**src/rtl/hz_pkg.sv**
```systemverilog
package hz_pkg;

    localparam int CLS_W = 3;

    typedef enum logic [CLS_W-1:0] {
        CLS_ALU    = 3'd0,
        CLS_LOAD   = 3'd1,
        CLS_STORE  = 3'd2,
        CLS_STPAIR = 3'd3,
        CLS_BRANCH = 3'd4,
        CLS_LINK   = 3'd5,
        CLS_MULL   = 3'd6,   // full multiply or divide
        CLS_MULS   = 3'd7    // fast multiply
    } icls_e;

    typedef enum logic [1:0] {
        SRC_RF  = 2'd0,
        SRC_MEM = 2'd1,
        SRC_WB  = 2'd2
    } fsrc_e;

    typedef struct packed {
        logic load_use;
        logic store_wait;
        logic mul_use;
        logic mul_struct;
    } hz_cause_t;

    function automatic logic cls_is_ctrl(input logic [CLS_W-1:0] c);
        return (c == CLS_BRANCH) || (c == CLS_LINK);
    endfunction

    function automatic logic cls_is_store(input logic [CLS_W-1:0] c);
        return (c == CLS_STORE) || (c == CLS_STPAIR);
    endfunction

    function automatic logic cls_is_mul(input logic [CLS_W-1:0] c);
        return (c == CLS_MULL) || (c == CLS_MULS);
    endfunction

endpackage

```
**src/rtl/hz_fwd_sel.sv**
```systemverilog
module hz_fwd_sel
    import hz_pkg::*;
#(
    parameter int REG_W = 6
) (
    input  logic             clk,
    input  logic             rst_n,
    input  logic             use_valid,
    input  logic [REG_W-1:0] src_reg,
    input  logic             mem_valid,
    input  logic [REG_W-1:0] mem_rd,
    input  logic             wb_valid,
    input  logic [REG_W-1:0] wb_rd,
    output logic [1:0]       sel
);

    logic live;
    logic mem_hit;
    logic wb_hit;

    always_comb begin
        live    = use_valid && (src_reg != '0);
        mem_hit = live && mem_valid && (mem_rd == src_reg);
        wb_hit  = live && wb_valid && (wb_rd == src_reg);
        if (mem_hit) begin
            sel = SRC_MEM;      // younger result has priority
        end else if (wb_hit) begin
            sel = SRC_WB;
        end else begin
            sel = SRC_RF;
        end
    end

    p_zero_reg_rf_r8: assert property (@(posedge clk) disable iff (!rst_n)
        (src_reg == '0) |-> (sel == SRC_RF));

    p_wb_only_on_mem_miss_r1: assert property (@(posedge clk) disable iff (!rst_n)
        (sel == SRC_WB) |-> !(mem_valid && (mem_rd == src_reg)));

    p_bubble_reads_rf_r9: assert property (@(posedge clk) disable iff (!rst_n)
        !use_valid |-> (sel == SRC_RF));

endmodule

```
**src/rtl/hz_mul_track.sv**
```systemverilog
module hz_mul_track
    import hz_pkg::*;
#(
    parameter int REG_W    = 6,
    parameter int FULL_LAT = 18,
    parameter int FAST_LAT = 3
) (
    input  logic             clk,
    input  logic             rst_n,
    input  logic             ex_valid,
    input  logic [CLS_W-1:0] ex_cls,
    input  logic [REG_W-1:0] ex_rd,
    output logic             pend_valid,
    output logic [REG_W-1:0] pend_rd
);

    localparam int MAX_LAT = (FULL_LAT > FAST_LAT) ? FULL_LAT : FAST_LAT;
    localparam int CNT_W   = $clog2(MAX_LAT + 1);

    typedef struct packed {
        logic [REG_W-1:0] rd;
        logic [CNT_W-1:0] cnt;
    } trk_t;

    trk_t trk_d, trk_q;

    always_comb begin
        trk_d = trk_q;
        if (ex_valid && (ex_cls == CLS_MULL)) begin
            trk_d.rd  = ex_rd;
            trk_d.cnt = CNT_W'(FULL_LAT - 2);
        end else if (ex_valid && (ex_cls == CLS_MULS)) begin
            trk_d.rd  = ex_rd;
            trk_d.cnt = CNT_W'(FAST_LAT - 2);
        end else if (trk_q.cnt != '0) begin
            trk_d.cnt = trk_q.cnt - 1'b1;
        end
    end

    always_ff @(posedge clk or negedge rst_n) begin
        if (!rst_n) begin
            trk_q <= '0;
        end else begin
            trk_q <= trk_d;
        end
    end

    assign pend_valid = (trk_q.cnt != '0);
    assign pend_rd    = trk_q.rd;

    p_full_reload_r5: assert property (@(posedge clk) disable iff (!rst_n)
        (ex_valid && (ex_cls == CLS_MULL)) |=> (trk_q.cnt == CNT_W'(FULL_LAT - 2)));

    p_countdown_r5: assert property (@(posedge clk) disable iff (!rst_n)
        ((trk_q.cnt != '0) && !(ex_valid && cls_is_mul(ex_cls)))
            |=> (trk_q.cnt == $past(trk_q.cnt) - 1'b1));

endmodule

```
**src/rtl/hz_stall.sv**
```systemverilog
module hz_stall
    import hz_pkg::*;
#(
    parameter int REG_W = 6
) (
    input  logic             clk,
    input  logic             rst_n,
    input  logic             id_valid,
    input  logic [CLS_W-1:0] id_cls,
    input  logic [REG_W-1:0] id_ra,
    input  logic [REG_W-1:0] id_rb,
    input  logic [REG_W-1:0] id_rc,
    input  logic             ex_valid,
    input  logic [CLS_W-1:0] ex_cls,
    input  logic [REG_W-1:0] ex_rd,
    input  logic             mem_valid,
    input  logic [CLS_W-1:0] mem_cls,
    input  logic             wb_valid,
    input  logic [CLS_W-1:0] wb_cls,
    input  logic             mul_busy,
    input  logic             pend_valid,
    input  logic [REG_W-1:0] pend_rd,
    output logic             stall
);

    function automatic logic reads_reg(
        input logic [REG_W-1:0] r,
        input logic [REG_W-1:0] a,
        input logic [REG_W-1:0] b,
        input logic [REG_W-1:0] c,
        input logic [REG_W-1:0] c_hi,
        input logic             pair
    );
        return (r != '0) && ((r == a) || (r == b) || (r == c) || (pair && (r == c_hi)));
    endfunction

    hz_cause_t        cause;
    logic [REG_W-1:0] id_rc_hi;
    logic             id_pair;
    logic             older_ctrl;

    always_comb begin
        id_rc_hi   = id_rc + REG_W'(1);
        id_pair    = (id_cls == CLS_STPAIR);
        older_ctrl = (ex_valid && cls_is_ctrl(ex_cls))
                  || (mem_valid && cls_is_ctrl(mem_cls))
                  || (wb_valid && cls_is_ctrl(wb_cls));

        cause.load_use   = ex_valid && (ex_cls == CLS_LOAD)
                        && reads_reg(ex_rd, id_ra, id_rb, id_rc, id_rc_hi, id_pair);
        cause.store_wait = cls_is_store(id_cls) && older_ctrl;
        cause.mul_use    = (ex_valid && cls_is_mul(ex_cls)
                            && reads_reg(ex_rd, id_ra, id_rb, id_rc, id_rc_hi, id_pair))
                        || (pend_valid
                            && reads_reg(pend_rd, id_ra, id_rb, id_rc, id_rc_hi, id_pair));
        cause.mul_struct = cls_is_mul(id_cls) && mul_busy;

        stall = id_valid && (|cause);
    end

    p_load_use_r3: assert property (@(posedge clk) disable iff (!rst_n)
        (id_valid && ex_valid && (ex_cls == CLS_LOAD) && (ex_rd != '0) && (ex_rd == id_ra))
            |-> stall);

    p_store_behind_ctrl_r4: assert property (@(posedge clk) disable iff (!rst_n)
        (id_valid && cls_is_store(id_cls) && ex_valid && cls_is_ctrl(ex_cls)) |-> stall);

    p_busy_holds_mul_r6: assert property (@(posedge clk) disable iff (!rst_n)
        (id_valid && mul_busy && cls_is_mul(id_cls)) |-> stall);

    p_idle_decode_r9: assert property (@(posedge clk) disable iff (!rst_n)
        !id_valid |-> !stall);

endmodule

```
**src/rtl/hz_ctrl.sv**
```systemverilog
module hz_ctrl
    import hz_pkg::*;
#(
    parameter int REG_W    = 6,
    parameter int FULL_LAT = 18,
    parameter int FAST_LAT = 3
) (
    input  logic             clk,
    input  logic             rst_n,
    input  logic             id_valid,
    input  logic [2:0]       id_cls,
    input  logic [REG_W-1:0] id_ra,
    input  logic [REG_W-1:0] id_rb,
    input  logic [REG_W-1:0] id_rc,
    input  logic             ex_valid,
    input  logic [2:0]       ex_cls,
    input  logic [REG_W-1:0] ex_rd,
    input  logic [REG_W-1:0] ex_ra,
    input  logic [REG_W-1:0] ex_rb,
    input  logic [REG_W-1:0] ex_rc,
    input  logic             mem_valid,
    input  logic [2:0]       mem_cls,
    input  logic [REG_W-1:0] mem_rd,
    input  logic             wb_valid,
    input  logic [2:0]       wb_cls,
    input  logic [REG_W-1:0] wb_rd,
    input  logic             mul_busy,
    output logic             stall,
    output logic [1:0]       sel_a,
    output logic [1:0]       sel_b,
    output logic [1:0]       sel_c_lo,
    output logic [1:0]       sel_c_hi,
    output logic             lk_we
);

    // operand slots: A, B, C low half, C high half
    localparam int NUM_OPS = 4;

    logic [REG_W-1:0] op_reg [NUM_OPS];
    logic             op_use [NUM_OPS];
    logic [1:0]       op_sel [NUM_OPS];

    always_comb begin
        op_reg[0] = ex_ra;
        op_reg[1] = ex_rb;
        op_reg[2] = ex_rc;
        op_reg[3] = ex_rc + REG_W'(1);
        op_use[0] = ex_valid;
        op_use[1] = ex_valid;
        op_use[2] = ex_valid;
        op_use[3] = ex_valid && (ex_cls == CLS_STPAIR);
    end

    for (genvar gi = 0; gi < NUM_OPS; gi++) begin : g_fwd
        hz_fwd_sel #(
            .REG_W (REG_W)
        ) u_sel (
            .clk       (clk),
            .rst_n     (rst_n),
            .use_valid (op_use[gi]),
            .src_reg   (op_reg[gi]),
            .mem_valid (mem_valid),
            .mem_rd    (mem_rd),
            .wb_valid  (wb_valid),
            .wb_rd     (wb_rd),
            .sel       (op_sel[gi])
        );
    end

    assign sel_a    = op_sel[0];
    assign sel_b    = op_sel[1];
    assign sel_c_lo = op_sel[2];
    assign sel_c_hi = op_sel[3];

    logic             pend_valid;
    logic [REG_W-1:0] pend_rd;

    hz_mul_track #(
        .REG_W    (REG_W),
        .FULL_LAT (FULL_LAT),
        .FAST_LAT (FAST_LAT)
    ) u_trk (
        .clk        (clk),
        .rst_n      (rst_n),
        .ex_valid   (ex_valid),
        .ex_cls     (ex_cls),
        .ex_rd      (ex_rd),
        .pend_valid (pend_valid),
        .pend_rd    (pend_rd)
    );

    hz_stall #(
        .REG_W (REG_W)
    ) u_stall (
        .clk        (clk),
        .rst_n      (rst_n),
        .id_valid   (id_valid),
        .id_cls     (id_cls),
        .id_ra      (id_ra),
        .id_rb      (id_rb),
        .id_rc      (id_rc),
        .ex_valid   (ex_valid),
        .ex_cls     (ex_cls),
        .ex_rd      (ex_rd),
        .mem_valid  (mem_valid),
        .mem_cls    (mem_cls),
        .wb_valid   (wb_valid),
        .wb_cls     (wb_cls),
        .mul_busy   (mul_busy),
        .pend_valid (pend_valid),
        .pend_rd    (pend_rd),
        .stall      (stall)
    );

    // link register commits only from write-back
    assign lk_we = wb_valid && (wb_cls == CLS_LINK);

    p_link_not_from_ex_r7: assert property (@(posedge clk) disable iff (!rst_n)
        (ex_valid && (ex_cls == CLS_LINK) && !(wb_valid && (wb_cls == CLS_LINK))) |-> !lk_we);

endmodule

```
**config.mk**
```make
export PLATFORM = sky130hd
export DESIGN_NAME = hz_ctrl
export DESIGN_NICKNAME = d
export VERILOG_FILES = /design/src/rtl/hz_pkg.sv /design/src/rtl/hz_fwd_sel.sv /design/src/rtl/hz_mul_track.sv /design/src/rtl/hz_stall.sv /design/src/rtl/hz_ctrl.sv
export SDC_FILE = /design/constraint.sdc
export NUM_CORES = 1
export LEC_CHECK = 0
export BUFFER_PORTS_ARGS = -buffer_cell sky130_fd_sc_hd__buf_4
export CAP_MARGIN = 20
export CORE_UTILIZATION = 45
export DETAILED_ROUTE_END_ITERATION = 10
export HOLD_SLACK_MARGIN = 0.05
export PLACE_DENSITY = 0.8
export SLEW_MARGIN = 10
export SYNTH_ARGS = -nofsm -noshare
export SYNTH_HDL_FRONTEND = slang
export SYNTH_SLANG_ARGS = --single-unit
```
**constraint.sdc**
```tcl
create_clock -name clk -period 3.7 [get_ports clk]
set_input_delay 0.74 -clock clk [delete_from_list [all_inputs] [get_ports clk]]
set_output_delay 0.74 -clock clk [all_outputs]
set_load 0.02 [all_outputs]
```
==> results_dict.tcl, run 1 <==
set metrics [dict create \
    outcome "completed" \
    cts_tree "done" \
    grtUsageMet2 0.444 \
    vias 2115 \
    min_path_type "input port to asynchronous set/reset pin" \
    p_leak_nw 1.09 \
    ys_top_cells_by_area "xnor2_1 (27%), dfrtp_1 (13%), xor2_1 (11%), nand2_1 (5.1%), nand3_1 (3.4%)" \
    crit_arrival_ns 2.49 \
    clk_latency_ns 0.24 \
    switching_share 0.398 \
    period_needed_ns 3.23 \
    setup.worst_path.class "input port to output port" \
    syn_nets 346 \
    yosysMostFrequentCell "xnor2_1" \
    gp_congestion 0.892 \
    yosys.area.top_type "xnor2_1" \
    numClockSinks 11 \
    min_period_over_period 0.872 \
    endpoint_kind "output port" \
    cts_made_buffers 3 \
    syn_to_final_growth_pct 28.4 \
    slew_viol_final 0 \
    yosys.area.top_type_share 0.272 \
    core-area_um2 4380 \
    setup_violations 0 \
    reg2reg_depth 5 \
    synth_cell_type_count 44 \
    switchingPower_w 0.000290 \
    path_max_fanout 5 \
    synth_commonest_cells "xnor2_1 (64), nand2_1 (28), xor2_1 (25)" \
    clockBufferDepth 2 \
    netlist_instances 268 \
    seqPwrFrac 0.286 \
    htreeDepth 1 \
    root_buffer "clkbuf_8" \
    ir_worst_vdd_mv 0.153 \
    hold_violations 0 \
    yosys_warnings 0 \
    grt.busiest_layer "met2" \
    grt_max_degree 13 \
    powerDensity_nw_per_um2 275 \
    synth.cell_area_um2 2060 \
    reg2reg_slack_ns 2.30 \
    slew-limit-headroom 0.701 \
    dp_hpwl_mm 4.74 \
    diodes 0 \
    dieHeight_um 69.7 \
    pwr-share-clk 0.166 \
    grtUsageMet3 0.0509 \
    dp.cells 381 \
    tightestPinTransition_ns 0.449 \
    drtAntennaViolNets 0 \
    synth-async-reset-ratio 1.00 \
    final_net_count 412 \
    grt_use_met1 0.277 \
    instances_no_fill 385 \
    comb_power_share 0.548 \
    clk_pin_slew_ns 0.05 \
    syn_avg_cell_area_um2 7.69 \
    initialDrtViolationCount 175 \
    post_cts_buffers 0 \
    finClkSkew_ns 0.00212 \
    cp-start-kind "input port" \
    vias_per_cell 5.49 \
    cap_violations 0 \
    grt_pass1_wl_mm 9.37 \
    rsz0062_at_grt "no" \
    initial_core_util 0.470 \
    row_count 24 \
    die_x_um 69.7 \
    grt-ovfl-total 0 \
    cp.required_ns 2.96 \
    grt_pass1_vias 2097 \
    cts_resized 0 \
    track_usage 0.238 \
    p_int_w 0.000439 \
    synthFlopType "dfrtp_1" \
    ys_seq_elements 11 \
    r2r-start "u_trk.trk_q[2]$_DFFE_PN0P_" \
    cts_hold_buffers 0 \
    wl_per_cell_um 15.1 \
    drtPass1Iterations 4 \
    pin_count 83 \
    max_freq_ghz 0.310 \
    synth_edf_count 0 \
    die_area_um2 4860 \
    final.setup.tns_ns 0 \
    antenna_found_initial 0 \
    drc 0 \
    yosysSeqAreaShare 0.133 \
    routed_wl_mm 5.81 \
    drive_above_1_share 0.267 \
    numPortBuffers 81 \
    crit-reg2reg-capture "u_trk.trk_q[3]$_DFFE_PN0P_" \
]
## cells by family (layout without fill, tap and decap cells)
family / count (synthesis) / count (layout) / share of synthesized area
xor+xnor: 89 / 89 / 0.378
flops: 11 / 11 / 0.133
fa+ha+maj: 5 / 5 / 0.0303
buf+inv: 26 / 91 / 0.0752
mux: 2 / 2 / 0.00971
simple gates: 104 / 104 / 0.264
compound gates: 31 / 31 / 0.109
## flip-flops by register name (all words and copies together), names as in the netlist
register	flops
u_trk.trk_q	5
u_trk.pend_rd	6
## cell type report
class	count	area, um^2
Tap cell	52	65.1
Multi-Input combinational cell	231	1630
Inverter	6	22.5
Sequential cell	11	275
Fill cell	414	1740
Clock buffer	4	45.0
Timing Repair Buffer	81	608
## worst max-delay path by stage
stage	slack [ns]	end	depth (start not counted)	start
floorplan	0.67	sel_a[1]	4	ex_ra[1]
finish	0.47	stall	9	id_rc[0]
global route	0.37	stall	9	id_rc[0]
detailed placement	0.49	stall	9	id_rc[0]
CTS	0.49	stall	9	id_rc[0]
global placement	0.51	stall	8	id_rc[0]
## per-stage QoR
step | util | power [W] | setup WS [ns] | instance area (um^2) | hold slack, ns
2_1_floorplan | - | 0.000468 | 0.667 | 2060 | 0.444
3_3_place_gp | 0.594 | 0.000587 | 0.514 | 2600 | 0.546
3_5_place_dp | 0.594 | 0.000601 | 0.493 | 2600 | 0.559
4_1_cts | 0.604 | 0.000728 | 0.486 | 2650 | 0.327
5_1_grt | 0.604 | 0.000786 | 0.368 | 2650 | 0.328
6_report | 0.604 | 0.000729 | 0.472 | 2650 | 0.321
## per-layer routing
metal,wire length [um],up-vias
met5,0,-
met4,53,0
li1,-,1053
met3,449,11
met1,2320,955
met2,2980,96
## power groups by stage
stage / Clock (W) / Sequential (W) / Combinational, W
4_1_cts: 0.000122 / 0.000206 / 0.000400
6_report: 0.000121 / 0.000209 / 0.000399
5_1_grt: 0.000127 / 0.000213 / 0.000446
3_5_place_dp: 0 / 0.000207 / 0.000395
2_1_floorplan: 0 / 0.000182 / 0.000286
3_3_place_gp: 0 / 0.000206 / 0.000381
## critical path, cell delays in order
cell	delay, ns
buf_4	0.14
ha_1	0.33
xor2_1	0.16
or3_1	0.34
nor3_2	0.17
o211ai_1	0.11
a21oi_1	0.16
o31a_1	0.18
buf_4	0.15
## layout by cell type (no fill, tap or decap), types with 5 or more instances in the layout
master / n
buf_4: 81
dfrtp_1: 11
ha_1: 5
inv_1: 6
nand2_1: 28
nand3_1: 14
nand4_1: 10
nor2_1: 12
nor3_1: 9
nor4_1: 5
o21ai_0: 6
or4_1: 6
xnor2_1: 64
xor2_1: 25
Power figures use the tool's default switching activity.
==> run 2: changes to the inputs <==
==> constraint.sdc (replaced) <==
create_clock -name clk -period 3.7 [get_ports clk]
set_input_delay 0.185 -clock clk [delete_from_list [all_inputs] [get_ports clk]]
set_output_delay 0.185 -clock clk [all_outputs]
set_load 0.02 [all_outputs]
==> results_dict.tcl, run 2 (synthesis results as in run 1) <==
set metrics [dict create \
    htreeDepth 1 \
    setup.worst_path.class "flop to output port" \
    endpoint_kind "output port" \
    r2r-start "u_trk.trk_q[0]$_DFFE_PN0P_" \
    grt_max_degree 13 \
    final_net_count 413 \
    root_buffer "clkbuf_8" \
    dp_hpwl_mm 4.65 \
    gp_congestion 0.888 \
    row_count 24 \
    final_common_cell "buf_4" \
    p_leak_nw 1.09 \
    tightestPinTransition_ns 0.413 \
    min_path_type "input port to flop" \
    numPortBuffers 81 \
    min_from "ex_cls[0]" \
    hold_violations 0 \
    fin_area_um2 2660 \
    pin_count 83 \
    finalPower_w 0.000717 \
    drc 0 \
    reg2reg_depth 6 \
    grt-ovfl-total 0 \
    die_area_um2 4860 \
    syn_to_final_growth_pct 28.9 \
    layout_common_cells "buf_4 (81), xnor2_1 (64), nand2_1 (28), xor2_1 (25), nand3_1 (14)" \
    vias 2144 \
    cp.required_ns 3.51 \
    largest_reg_flops 6 \
    finClkSkew_ns 0.00257 \
    cp-start-kind "flop" \
    initialDrtViolationCount 118 \
    cap_violations 0 \
    worst_hold_path.endpoint "u_trk.trk_q[0]$_DFFE_PN0P_" \
    holdPathStages 3 \
    slew_viol_final 0 \
    dpl_worst_slack_ns 1.60 \
    reg2reg_slack_ns 2.39 \
    setup_violations 0 \
    cts_made_buffers 3 \
    clockBufferDepth 2 \
    final.setup.tns_ns 0 \
    ir_worst_vdd_mv 0.129 \
    dieHeight_um 69.7 \
    wl_per_cell_um 14.6 \
    crit-reg2reg-capture "u_trk.trk_q[3]$_DFFE_PN0P_" \
    grt_pass1_vias 2012 \
    vias_per_cell 5.55 \
    clk_latency_ns 0.24 \
    crit_arrival_ns 2.03 \
    path_max_fanout 5 \
    core-area_um2 4380 \
    period_needed_ns 2.22 \
    powerDensity_nw_per_um2 270 \
    track_usage 0.235 \
    outcome "completed" \
    min_period_over_period 0.600 \
    drive_above_1_share 0.266 \
    initial_core_util 0.470 \
    cts_tree "done" \
    drtAntennaViolNets 0 \
    rsz0062_at_grt "no" \
    grt_pass1_wl_mm 9.26 \
    slew-limit-headroom 0.724 \
    routed_wl_mm 5.62 \
    antenna_found_initial 0 \
    drtPass1Iterations 4 \
    die_x_um 69.7 \
    clk_pin_slew_ns 0.05 \
    max_freq_ghz 0.451 \
    post_cts_buffers 0 \
    diodes 0 \
    numClockSinks 11 \
    setup_ws_ns 1.48 \
    placed_area_um2 2600 \
]
run 2: final cells by class:
class | instances | area [um^2]
clock buffer | 4 | 45.0
fill | 415 | 1730
inverter | 6 | 22.5
multi-input combinational | 231 | 1630
sequential | 11 | 275
tap | 52 | 65.1
timing repair buffer | 82 | 618
run 2: metal layers:
layer,part of all wire,track usage,wire (um),vias to the layer above
li1,-,-,-,1058
met2,0.50,0.439,2800,94
met3,0.074,0.0465,413,8
met1,0.41,0.273,2320,984
met4,0.015,0.0533,83,0
met5,0,0,0,-
run 2: through the flow:
| stage | hold WS (ns) | cells | utilization |
|---|---|---|---|
| after global routing | 0.210 | 386 | 0.606 |
| after detailed placement | 0.0253 | 381 | 0.594 |
| after CTS | 0.190 | 386 | 0.606 |
| after global placement | 0.0242 | 381 | 0.594 |
| after floorplan | -0.111 | 268 | - |
| final | 0.190 | 386 | 0.606 |
run 2: power by group:
part           internal (W)  switching [W]
combinational      0.000204       0.000190
sequential         0.000160      0.0000461
clock             0.0000754      0.0000425
total              0.000439       0.000278
run 2: worst max-delay path: stages, from the launching register on:
cell	delay, ns
dfrtp_1	0.46
xnor2_1	0.18
or3_1	0.40
nor3_2	0.16
o211ai_1	0.12
a21oi_1	0.16
o31a_1	0.18
buf_4	0.15
run 2: worst max path at each step:
stage / start / to / cells past startpoint
2_1_floorplan: ex_ra[1] / sel_a[1] / 4
3_3_place_gp: id_rc[0] / stall / 8
3_5_place_dp: id_rc[0] / stall / 9
4_1_cts: u_trk.pend_rd[0]$_DFFE_PN0P_ / stall / 7
5_1_grt: u_trk.pend_rd[0]$_DFFE_PN0P_ / stall / 7
6_report: u_trk.pend_rd[0]$_DFFE_PN0P_ / stall / 7
run 2: repair_timing:
action | CTS | global route
hold buffers | 1 | 0
resized for setup | 0 | 0
endpoints found under the hold margin | 11 | 0
==> run 3: changes to the inputs <==
--- a/config.mk
+++ b/config.mk
@@ -5,12 +5,13 @@
 export SDC_FILE = /design/constraint.sdc
 export NUM_CORES = 1
 export LEC_CHECK = 0
+export ABC_AREA = 1
 export BUFFER_PORTS_ARGS = -buffer_cell sky130_fd_sc_hd__buf_4
 export CAP_MARGIN = 20
 export CORE_UTILIZATION = 45
 export DETAILED_ROUTE_END_ITERATION = 10
 export HOLD_SLACK_MARGIN = 0.05
-export PLACE_DENSITY = 0.8
+export PLACE_DENSITY = 0.82
 export SLEW_MARGIN = 10
 export SYNTH_ARGS = -nofsm -noshare
 export SYNTH_HDL_FRONTEND = slang
==> constraint.sdc (replaced) <==
create_clock -name clk -period 2 [get_ports clk]
set_input_delay 0.1 -clock clk [delete_from_list [all_inputs] [get_ports clk]]
set_output_delay 0.1 -clock clk [all_outputs]
set_load 0.02 [all_outputs]
==> results_dict.tcl, run 3 <==
set metrics [dict create \
    synth_commonest_cells "nand2_1 (138), inv_1 (62), nor2_1 (43)" \
    final_net_count 572 \
    pin_count 83 \
    hold_violations 0 \
    cp.required_ns 1.90 \
    drtAntennaViolNets 0 \
    r2r-start "u_trk.trk_q[0]$_DFFE_PN0P_" \
    grt_pass1_vias 2495 \
    htreeDepth 1 \
    crit_chain "inv_1, ha_1, nand3_1, o31ai_1, inv_1, nand2_1, nand3_1, nand2_1, inv_1, buf_4" \
    clockBufferDepth 2 \
    crit_buf_inv 4 \
    cts_tree "done" \
    layout_common_cells "nand2_1 (138), buf_4 (82), inv_1 (62), nor2_1 (43), nand3_1 (28)" \
    yosys.area.top_type_share 0.228 \
    multiInputGateArea_um2 1690 \
    cts_made_buffers 3 \
    critPathMaxStageDelay_ns 0.37 \
    slowest_stage "dfrtp_1" \
    top_layer "met4" \
    clk_pin_slew_ns 0.05 \
    netlist_instances 416 \
    powerDensity_nw_per_um2 457 \
    rsz0062_at_grt "no" \
    track_usage 0.248 \
    synth.cell_area_um2 2270 \
    routed_wl_mm 6.51 \
    root_buffer "clkbuf_8" \
    numPortBuffers 81 \
    dr_wl_met2_mm 2.98 \
    yosysMostFrequentCell "nand2_1" \
    initialDrtViolationCount 189 \
    synth_edf_count 0 \
    final.fill_count 482 \
    crit_arrival_ns 1.68 \
    antenna_found_initial 0 \
    drt-met1-wl_mm 2.94 \
    crit_family "simple AND/OR/NAND/NOR gates" \
    grt_max_degree 17 \
    vias_per_cell 5.16 \
    tightestPinTransition_ns 0.356 \
    slew-limit-headroom 0.760 \
    worst_hold_path.endpoint "u_trk.trk_q[4]$_DFFE_PN0P_" \
    ys_top_cells_by_area "nand2_1 (23%), dfrtp_1 (12%), inv_1 (10%), xnor2_1 (7.3%), nor2_1 (7.1%)" \
    initial_core_util 0.474 \
    crit-reg2reg-capture "u_trk.trk_q[2]$_DFFE_PN0P_" \
    instances_no_fill 560 \
    placed_area_um2 2910 \
    drive_above_1_share 0.191 \
    endpoint_kind "output port" \
    vias 2890 \
    period_needed_ns 1.78 \
    numClockSinks 11 \
    min_from "ex_cls[1]" \
    synthFlopType "dfrtp_1" \
    post_cts_buffers 0 \
    ir_worst_vdd_mv 0.238 \
    dieHeight_um 73.0 \
    clk_latency_ns 0.24 \
    syn_avg_cell_area_um2 5.45 \
    ys_seq_elements 11 \
    p_leak_nw 1.67 \
    reg2reg_depth 5 \
    finClkSkew_ns 0.00101 \
    fin_util 0.619 \
    yosysSeqAreaShare 0.121 \
    comb_power_share 0.566 \
    dp.cells 555 \
    cap_violations 0 \
    p_int_w 0.000773 \
    min_period_over_period 0.891 \
    yosys.area.top_type "nand2_1" \
    row_count 25 \
    switching_share 0.429 \
    outcome "completed" \
    max_freq_ghz 0.561 \
    slew_viol_final 0 \
    holdPathStages 3 \
    gp_congestion 0.919 \
    setup_violations 0 \
    seqPwrFrac 0.272 \
    drtPass1Iterations 7 \
    drc 0 \
    wl_met3_um 537 \
    cp-start-kind "flop" \
    synth_cell_type_count 32 \
    core-area_um2 4790 \
    setup.worst_path.class "flop to output port" \
    dp_hpwl_mm 5.53 \
    diodes 0 \
    syn_to_final_growth_pct 30.7 \
    reg2reg_slack_ns 0.75 \
    wl_per_cell_um 11.6 \
    final.setup.tns_ns 0 \
    grt-ovfl-total 0 \
    syn_nets 494 \
    yosys_warnings 0 \
    die_area_um2 5330 \
    crit_top_cell "inv_1" \
    synth-async-reset-ratio 1.00 \
    whs_ns 0.189 \
    path_max_fanout 5 \
    grt_pass1_wl_mm 10.5 \
    min_path_type "input port to flop" \
    switchingPower_w 0.000581 \
    pwr-share-clk 0.163 \
    largest_reg_flops 6 \
    register_area_um2 275 \
    die_x_um 73.0 \
    fin_area_um2 2960 \
    final_common_cell "nand2_1" \
]
-- run 3: cells by family (layout without fill, tap and decap cells) --
logic type	after synthesis	after routing	synth area share
AO/OA/AOI/OAI	46	46	0.119
flip-flops	11	11	0.121
buffers and inverters	76	153	0.135
AND/OR/NAND/NOR	241	241	0.454
adder cells (fa/ha/maj)	5	5	0.0276
XOR/XNOR	37	37	0.143
-- run 3: metrics by stage --
| step | worst slack (ns) | total power, W |
|---|---|---|
| 2_1_floorplan | 0.633 | 0.000849 |
| 3_3_place_gp | 0.424 | 0.00110 |
| 3_5_place_dp | 0.402 | 0.00113 |
| 4_1_cts | 0.211 | 0.00135 |
| 5_1_grt | 0.0505 | 0.00148 |
| 6_report | 0.219 | 0.00135 |
-- run 3: worst max path at each step --
| stage | from | endpoint | slack, ns | depth (start not counted) |
|---|---|---|---|---|
| 2_1_floorplan | ex_rc[1] | sel_c_hi[1] | 0.63 | 8 |
| 3_5_place_dp | ex_rc[1] | sel_c_hi[1] | 0.40 | 10 |
| 6_report | u_trk.trk_q[0]$_DFFE_PN0P_ | stall | 0.22 | 10 |
| 4_1_cts | u_trk.trk_q[0]$_DFFE_PN0P_ | stall | 0.21 | 10 |
| 3_3_place_gp | ex_rc[1] | sel_c_hi[1] | 0.42 | 10 |
| 5_1_grt | u_trk.pend_rd[4]$_DFFE_PN0P_ | stall | 0.05 | 13 |
-- run 3: worst reg2reg max path: stages (launching register included) --
cell and delay (ns):
dfrtp_1 0.37, inv_1 0.12, ha_1 0.18, nand3_1 0.21, a21oi_1 0.20, a211oi_1 0.06
-- run 3: power by group through the flow --
stage / Clock (W) / Combinational (W) / Sequential (W)
after floorplan: 0 / 0.000502 / 0.000347
after global placement: 0 / 0.000738 / 0.000367
after detailed placement: 0 / 0.000757 / 0.000368
after CTS: 0.000225 / 0.000762 / 0.000367
after global routing: 0.000242 / 0.000864 / 0.000377
final: 0.000220 / 0.000766 / 0.000368
-- run 3: metal layers --
metal,track usage,vias up
met2,0.436,134
met3,0.0345,6
li1,-,1471
met1,0.324,1279
met4,0.0436,0
met5,0,-
-- run 3: cell type report --
cell class / count / area share
inverters: 66 / 0.0836
repair buffers: 83 / 0.211
flip-flops and latches: 11 / 0.0929
well taps: 67 / 0.0283
clock buffers: 4 / 0.0152
multi-input cells: 329 / 0.569
-- run 3: repair_timing --
item                                   in CTS  in global routing
hold buffers                                1                  0
endpoints found under the hold margin      11                  0
gates resized for setup                     0                  0
